===== src/rtl/gpio_pkg.sv =====
package gpio_pkg;
  localparam int unsigned AW   = 6;
  localparam int unsigned HALF = 16;

  localparam logic [AW-1:0] A_STATE   = 6'h00;
  localparam logic [AW-1:0] A_IEN     = 6'h04;
  localparam logic [AW-1:0] A_TEST    = 6'h08;
  localparam logic [AW-1:0] A_DIN     = 6'h0C;
  localparam logic [AW-1:0] A_DOUT    = 6'h10;
  localparam logic [AW-1:0] A_MOUT_LO = 6'h14;
  localparam logic [AW-1:0] A_MOUT_HI = 6'h18;
  localparam logic [AW-1:0] A_DOE     = 6'h1C;
  localparam logic [AW-1:0] A_MOE_LO  = 6'h20;
  localparam logic [AW-1:0] A_MOE_HI  = 6'h24;
  localparam logic [AW-1:0] A_RISE    = 6'h28;
  localparam logic [AW-1:0] A_FALL    = 6'h2C;
  localparam logic [AW-1:0] A_HIGH    = 6'h30;
  localparam logic [AW-1:0] A_LOW     = 6'h34;
  localparam logic [AW-1:0] A_FILT    = 6'h38;

  // plain per-pin config registers
  typedef enum int unsigned {
    CFG_IEN  = 0,
    CFG_RISE = 1,
    CFG_FALL = 2,
    CFG_HIGH = 3,
    CFG_LOW  = 4,
    CFG_FILT = 5
  } cfg_idx_e;
  localparam int unsigned NCFG = 6;

  function automatic logic [AW-1:0] cfg_addr(int unsigned idx);
    case (idx)
      CFG_IEN:  return A_IEN;
      CFG_RISE: return A_RISE;
      CFG_FALL: return A_FALL;
      CFG_HIGH: return A_HIGH;
      CFG_LOW:  return A_LOW;
      default:  return A_FILT;
    endcase
  endfunction
endpackage


===== src/rtl/gpio_in_sync.sv =====
module gpio_in_sync #(
  parameter int unsigned NPIN     = 32,
  parameter int unsigned FILT_LEN = 16
) (
  input  logic            clk_i,
  input  logic            rst_ni,
  input  logic [NPIN-1:0] pins_i,
  input  logic [NPIN-1:0] filt_en_i,
  output logic [NPIN-1:0] data_o
);
  localparam int unsigned CW = (FILT_LEN > 1) ? $clog2(FILT_LEN) : 1;
  localparam logic [CW-1:0] CNT_LAST = CW'(FILT_LEN - 1);

  logic [NPIN-1:0] sync1_q, sync2_q;

  always_ff @(posedge clk_i or negedge rst_ni) begin
    if (!rst_ni) begin
      sync1_q <= '0;
      sync2_q <= '0;
    end else begin
      sync1_q <= pins_i;
      sync2_q <= sync1_q;
    end
  end

  for (genvar i = 0; i < NPIN; i++) begin : g_pin
    logic [CW-1:0] cnt_q;
    logic          filt_q;

    // count consecutive cycles the sample disagrees with the filtered value
    always_ff @(posedge clk_i or negedge rst_ni) begin
      if (!rst_ni) begin
        cnt_q  <= '0;
        filt_q <= 1'b0;
      end else if (sync2_q[i] == filt_q) begin
        cnt_q <= '0;
      end else if (cnt_q == CNT_LAST) begin
        cnt_q  <= '0;
        filt_q <= sync2_q[i];
      end else begin
        cnt_q <= cnt_q + 1'b1;
      end
    end

    assign data_o[i] = filt_en_i[i] ? filt_q : sync2_q[i];
  end
endmodule


===== src/rtl/gpio_masked_reg.sv =====
module gpio_masked_reg
  import gpio_pkg::*;
#(
  parameter int unsigned   NPIN   = 32,
  parameter logic [AW-1:0] A_FULL = A_DOUT,
  parameter logic [AW-1:0] A_LO   = A_MOUT_LO,
  parameter logic [AW-1:0] A_HI   = A_MOUT_HI
) (
  input  logic            clk_i,
  input  logic            rst_ni,
  input  logic            we_i,
  input  logic [AW-1:0]   addr_i,
  input  logic [NPIN-1:0] wdata_i,
  output logic [NPIN-1:0] q_o
);
  localparam int unsigned NHALF = NPIN / HALF;

  logic [NPIN-1:0] q_q, q_d;
  logic [HALF-1:0] wr_data, wr_mask;

  assign wr_data = wdata_i[HALF-1:0];
  assign wr_mask = wdata_i[2*HALF-1:HALF];

  always_comb begin
    q_d = q_q;
    if (we_i && addr_i == A_FULL) q_d = wdata_i;
    for (int h = 0; h < NHALF; h++) begin
      if (we_i && addr_i == ((h == 0) ? A_LO : A_HI))
        q_d[h*HALF +: HALF] = (q_q[h*HALF +: HALF] & ~wr_mask) | (wr_data & wr_mask);
    end
  end

  always_ff @(posedge clk_i or negedge rst_ni) begin
    if (!rst_ni) q_q <= '0;
    else         q_q <= q_d;
  end

  assign q_o = q_q;
endmodule


===== src/rtl/gpio_irq_ctrl.sv =====
module gpio_irq_ctrl #(
  parameter int unsigned NPIN = 32
) (
  input  logic            clk_i,
  input  logic            rst_ni,
  input  logic [NPIN-1:0] data_i,
  input  logic [NPIN-1:0] rise_en_i,
  input  logic [NPIN-1:0] fall_en_i,
  input  logic [NPIN-1:0] high_en_i,
  input  logic [NPIN-1:0] low_en_i,
  input  logic [NPIN-1:0] clr_i,
  input  logic [NPIN-1:0] test_i,
  output logic [NPIN-1:0] state_o
);
  logic [NPIN-1:0] prev_q, state_q, hw_set;

  assign hw_set = (rise_en_i &  data_i & ~prev_q)
                | (fall_en_i & ~data_i &  prev_q)
                | (high_en_i &  data_i)
                | (low_en_i  & ~data_i);

  // sets applied after the clear so they win
  always_ff @(posedge clk_i or negedge rst_ni) begin
    if (!rst_ni) begin
      prev_q  <= '0;
      state_q <= '0;
    end else begin
      prev_q  <= data_i;
      state_q <= (state_q & ~clr_i) | hw_set | test_i;
    end
  end

  assign state_o = state_q;
endmodule


===== src/rtl/gpio_mask_ctrl.sv =====
module gpio_mask_ctrl
  import gpio_pkg::*;
#(
  parameter int unsigned NPIN     = 32,
  parameter int unsigned FILT_LEN = 16
) (
  input  logic            clk_i,
  input  logic            rst_ni,
  input  logic            we_i,
  input  logic [AW-1:0]   addr_i,
  input  logic [NPIN-1:0] wdata_i,
  output logic [NPIN-1:0] rdata_o,
  input  logic [NPIN-1:0] pins_i,
  output logic [NPIN-1:0] pins_o,
  output logic [NPIN-1:0] pins_oe_o,
  output logic            irq_o
);
  logic [NPIN-1:0] cfg_q [NCFG];
  logic [NPIN-1:0] din, state_q, clr, tst;

  for (genvar c = 0; c < NCFG; c++) begin : g_cfg
    always_ff @(posedge clk_i or negedge rst_ni) begin
      if (!rst_ni)                              cfg_q[c] <= '0;
      else if (we_i && addr_i == cfg_addr(c))   cfg_q[c] <= wdata_i;
    end
  end

  gpio_masked_reg #(.NPIN(NPIN), .A_FULL(A_DOUT), .A_LO(A_MOUT_LO), .A_HI(A_MOUT_HI)) u_out (
    .clk_i, .rst_ni, .we_i, .addr_i, .wdata_i, .q_o(pins_o)
  );

  gpio_masked_reg #(.NPIN(NPIN), .A_FULL(A_DOE), .A_LO(A_MOE_LO), .A_HI(A_MOE_HI)) u_oe (
    .clk_i, .rst_ni, .we_i, .addr_i, .wdata_i, .q_o(pins_oe_o)
  );

  gpio_in_sync #(.NPIN(NPIN), .FILT_LEN(FILT_LEN)) u_in (
    .clk_i, .rst_ni, .pins_i, .filt_en_i(cfg_q[CFG_FILT]), .data_o(din)
  );

  assign clr = (we_i && addr_i == A_STATE) ? wdata_i : '0;
  assign tst = (we_i && addr_i == A_TEST)  ? wdata_i : '0;

  gpio_irq_ctrl #(.NPIN(NPIN)) u_irq (
    .clk_i, .rst_ni,
    .data_i(din),
    .rise_en_i(cfg_q[CFG_RISE]),
    .fall_en_i(cfg_q[CFG_FALL]),
    .high_en_i(cfg_q[CFG_HIGH]),
    .low_en_i(cfg_q[CFG_LOW]),
    .clr_i(clr),
    .test_i(tst),
    .state_o(state_q)
  );

  assign irq_o = |(state_q & cfg_q[CFG_IEN]);

  always_comb begin
    case (addr_i)
      A_STATE:   rdata_o = state_q;
      A_IEN:     rdata_o = cfg_q[CFG_IEN];
      A_DIN:     rdata_o = din;
      A_DOUT:    rdata_o = pins_o;
      A_MOUT_LO: rdata_o = {{HALF{1'b0}}, pins_o[HALF-1:0]};
      A_MOUT_HI: rdata_o = {{HALF{1'b0}}, pins_o[2*HALF-1:HALF]};
      A_DOE:     rdata_o = pins_oe_o;
      A_MOE_LO:  rdata_o = {{HALF{1'b0}}, pins_oe_o[HALF-1:0]};
      A_MOE_HI:  rdata_o = {{HALF{1'b0}}, pins_oe_o[2*HALF-1:HALF]};
      A_RISE:    rdata_o = cfg_q[CFG_RISE];
      A_FALL:    rdata_o = cfg_q[CFG_FALL];
      A_HIGH:    rdata_o = cfg_q[CFG_HIGH];
      A_LOW:     rdata_o = cfg_q[CFG_LOW];
      A_FILT:    rdata_o = cfg_q[CFG_FILT];
      default:   rdata_o = '0;
    endcase
  end
endmodule


===== config.mk =====
export PLATFORM = sky130hd
export DESIGN_NAME = gpio_mask_ctrl
export DESIGN_NICKNAME = d
export VERILOG_FILES = /design/src/rtl/gpio_pkg.sv /design/src/rtl/gpio_in_sync.sv /design/src/rtl/gpio_masked_reg.sv /design/src/rtl/gpio_irq_ctrl.sv /design/src/rtl/gpio_mask_ctrl.sv
export SDC_FILE = /design/constraint.sdc
export NUM_CORES = 1
export LEC_CHECK = 0
export BUFFER_PORTS_ARGS = -buffer_cell sky130_fd_sc_hd__buf_2
export CORE_ASPECT_RATIO = 1.1
export CORE_MARGIN = 1.5
export CORE_UTILIZATION = 55
export CTS_BUF_LIST = sky130_fd_sc_hd__clkbuf_8 sky130_fd_sc_hd__clkbuf_16
export CTS_CLUSTER_SIZE = 40
export DETAILED_ROUTE_END_ITERATION = 10
export PLACE_DENSITY = 0.76
export SYNTH_ARGS = -nofsm -noshare
export SYNTH_HDL_FRONTEND = slang
export SYNTH_HIERARCHICAL = 1
export SYNTH_SLANG_ARGS = --single-unit

===== constraint.sdc =====
create_clock -name clk_i -period 3 [get_ports clk_i]
set_clock_uncertainty 0.05 [all_clocks]
set_input_delay 0.15 -clock clk_i [delete_from_list [all_inputs] [get_ports clk_i]]
set_output_delay 0.15 -clock clk_i [all_outputs]
set_load 0.01 [all_outputs]

==> results.md <==
- Clk root buf: clkbuf_16
- Post-CTS setup buffers: 0
- CTS resizes: 0
- Vias in the first global route: ~20k
- GP Congestion: 0.9735
- Final wirelength: a little under 80,000 um
- Initial antenna violation count: 2
- PD cells: ~600 nW/um^2
- Hold Path Class: in2async
- Critical Path Fanout Max: 4
- CTS Buffer Depth: 3
- Outcome: finished clean
- PortBufs: approximately 170
- Router iterations before antenna repair: 7
- Sequential cell area: around 14,000 sq um
- Die height: 229.2 um
- Max-Cap Viols: 0
- CTS clk-pin slew, worst paths: about 0.060 ns
- Syn nets: approximately 2.2k
- Post-route DRC: 0
- Largest net degree at the start of global routing: 95
- Total grt overflow: 0
- Pin slew with the least headroom to its limit: around 0.9 ns
- Vias/cell: approximately 6.5
- Layout cells sized above 1: 0.2630
- Most frequent cells in the layout: dfrtp_1 (544), mux2_2 (248), buf_2 (167)
- Hpwl dp: around 53,000 um
- Syn-to-layout area delta: 17.30%
- Worst Path Arrival: around 2.6 ns
- CP startpoint kind: flip-flop
- YS warnings: 6
- Commonest non-fill, non-tap cell in the layout: dfrtp_1
- TritonCTS buffer count: 54
- First DRT Iteration DRCs: roughly 2.3k
- DP Area: ~27,000 sq um
- Starting Density: 0.5590
- P_leak: ~14 nW
- Core region area: ~46,000 sq um
- Synth Cell Area: 25,580 sq um
- Asr flop ratio synth: 1.000
- TritonCTS clock tree: done
- Clk_lat worst skew: ~0.62 ns
- Via Count: roughly 20k
- WL per Instance: roughly 26 um
- Flops & latches, synth: 544
- Largest cells by area after synthesis: dfrtp_1 (53%), mux2_2 (11%), mux2_4 (2.4%), a21oi_1 (2.2%), xnor2_1 (2.2%)
- CP Capture Type: output port
- Cell count after synthesis: about 2.1k
- Critical Setup Path Class: reg2out
- Post-route ant nets: 0
- Number of flops mapped to enable cells by yosys: 0
- RSZ-0062 raised after global routing: no
- First-pass GRT wire length: between 100,000 and 150,000 um
- H-Tree Depth: 2
- Final Hold Fails: 0
- Final setup TNS: 0 ns
- Dominant cell type by area after synthesis: dfrtp_1
- Slew headroom: 0.3939
- Post-synth top area share: 0.5322
- TritonCTS Sinks: roughly 540
- Multi-input gate area: about 11,000 sq um
- Ports: 170
- Die width: ~210 um
- Worst hold-check slack: approximately 0.11 ns
- Row cnt: 82
- Post-route cell area: between 30,000 and 40,000 sq um
- Filler Cells Inserted: approximately 3.5k
- Global-route usage over all layers: 0.3351
- Fin crit period: around 2.8 ns
- Critical path required time: around 2.8 ns
- Post-synth top flop: dfrtp_1
- Pins Over Slew Limit: 0
- CTS Hold Bufs: 77
- Final-report setup violation count: 0
- F_max: between 300 and 400 MHz
- Syn Area/Cell: around 12 sq um
- Period utilization: 0.9470
- VDD IR max: 0.4576 mV
- Final #Nets: about 2.5k
- Full die area: roughly 48,000 sq um
- Netlist cell types: 75
- Seq/Total Area, Yosys: 0.5322
final cells by class:
cell class                 count  area share
tap                          588     0.02452
sequential                   544      0.4537
multi-input combinational   1446      0.3773
timing repair buffer         332     0.07914
clock buffer                  67     0.05137
inverter                      58    0.007255
antenna                        2   0.0001668
clock inverter                32    0.006588
stage by stage:
step             util  instances  power, mW  setup slack, ns
3_3_place_gp   0.6008       2891      10.81           0.5380
3_5_place_dp   0.6008       2891      10.93           0.4364
4_1_cts        0.6557       3067      17.66           0.2159
5_1_grt        0.6557       3067      18.25          0.09034
6_report       0.6558       3069      17.64           0.1591
2_1_floorplan       -       2135      9.835            1.084
worst paths after layout:
check	from	endpoint	slack [ns]	cells past startpoint
min in group clk_i	addr_i[3]	flip-flop	0.11	4
setup reg to reg	flip-flop	flip-flop	1.42	3
hold reg to reg	u_in/sync1_q[28]	u_in/sync2_q[28]	0.30	0
setup / recovery	cfg_q[15]	rdata_o[15]	0.16	5
max in group asynchronous	rst_ni	u_in/sync2_q[8]	1.77	3
hold / removal	rst_ni	u_in/sync1_q[15]	0.11	2
worst max-delay path: stages (launching register included):
cell,delay (ns)
dfrtp_1,0.38
mux2_2,0.40
and3_1,0.16
a2111oi_0,0.74
nand4_1,0.18
buf_2,0.18
Yosys cell counts, types with 26 or more instances:
cell type,count
nor3_1,33
mux2_4,41
clkbuf_1,36
ha_1,32
nand3_1,69
nand2b_1,26
o21ai_1,52
buf_2,37
mux2i_1,51
nor2b_1,84
and2_1,66
xnor2_1,64
o21ai_0,53
a211oi_1,53
nor2_1,81
nor3b_1,53
mux2_2,248
a22oi_1,57
nand2_1,29
a21oi_1,112
inv_1,58
dfrtp_1,544
kinds of logic after synthesis:
| logic type | share of synthesized area |
|---|---|
| flip-flops | 0.5322 |
| AND/OR/NAND/NOR | 0.1245 |
| AO/OA/AOI/OAI | 0.1171 |
| multiplexers | 0.1629 |
| buffers and inverters | 0.02578 |
| XOR/XNOR | 0.02191 |
| adder cells (fa/ha/maj) | 0.01565 |
metal layers:
metal / GRT usage / up-vias / wire (um)
li1: - / 8458 / -
met1: 0.4238 / 10019 / 29760
met4: 0.1873 / 4 / 4630
met5: 0 / - / 26
met3: 0.09255 / 307 / 8610
met2: 0.5222 / 1173 / 36350
report_power, final:
part           internal (mW)  leakage, nW  switching (mW)
combinational           1.08         5.85            1.16
sequential              8.00         6.96           0.714
clock                   3.78        0.929            2.90
total                   12.9         13.7            4.77
Note: power is estimated with default switching activity, not from simulation.
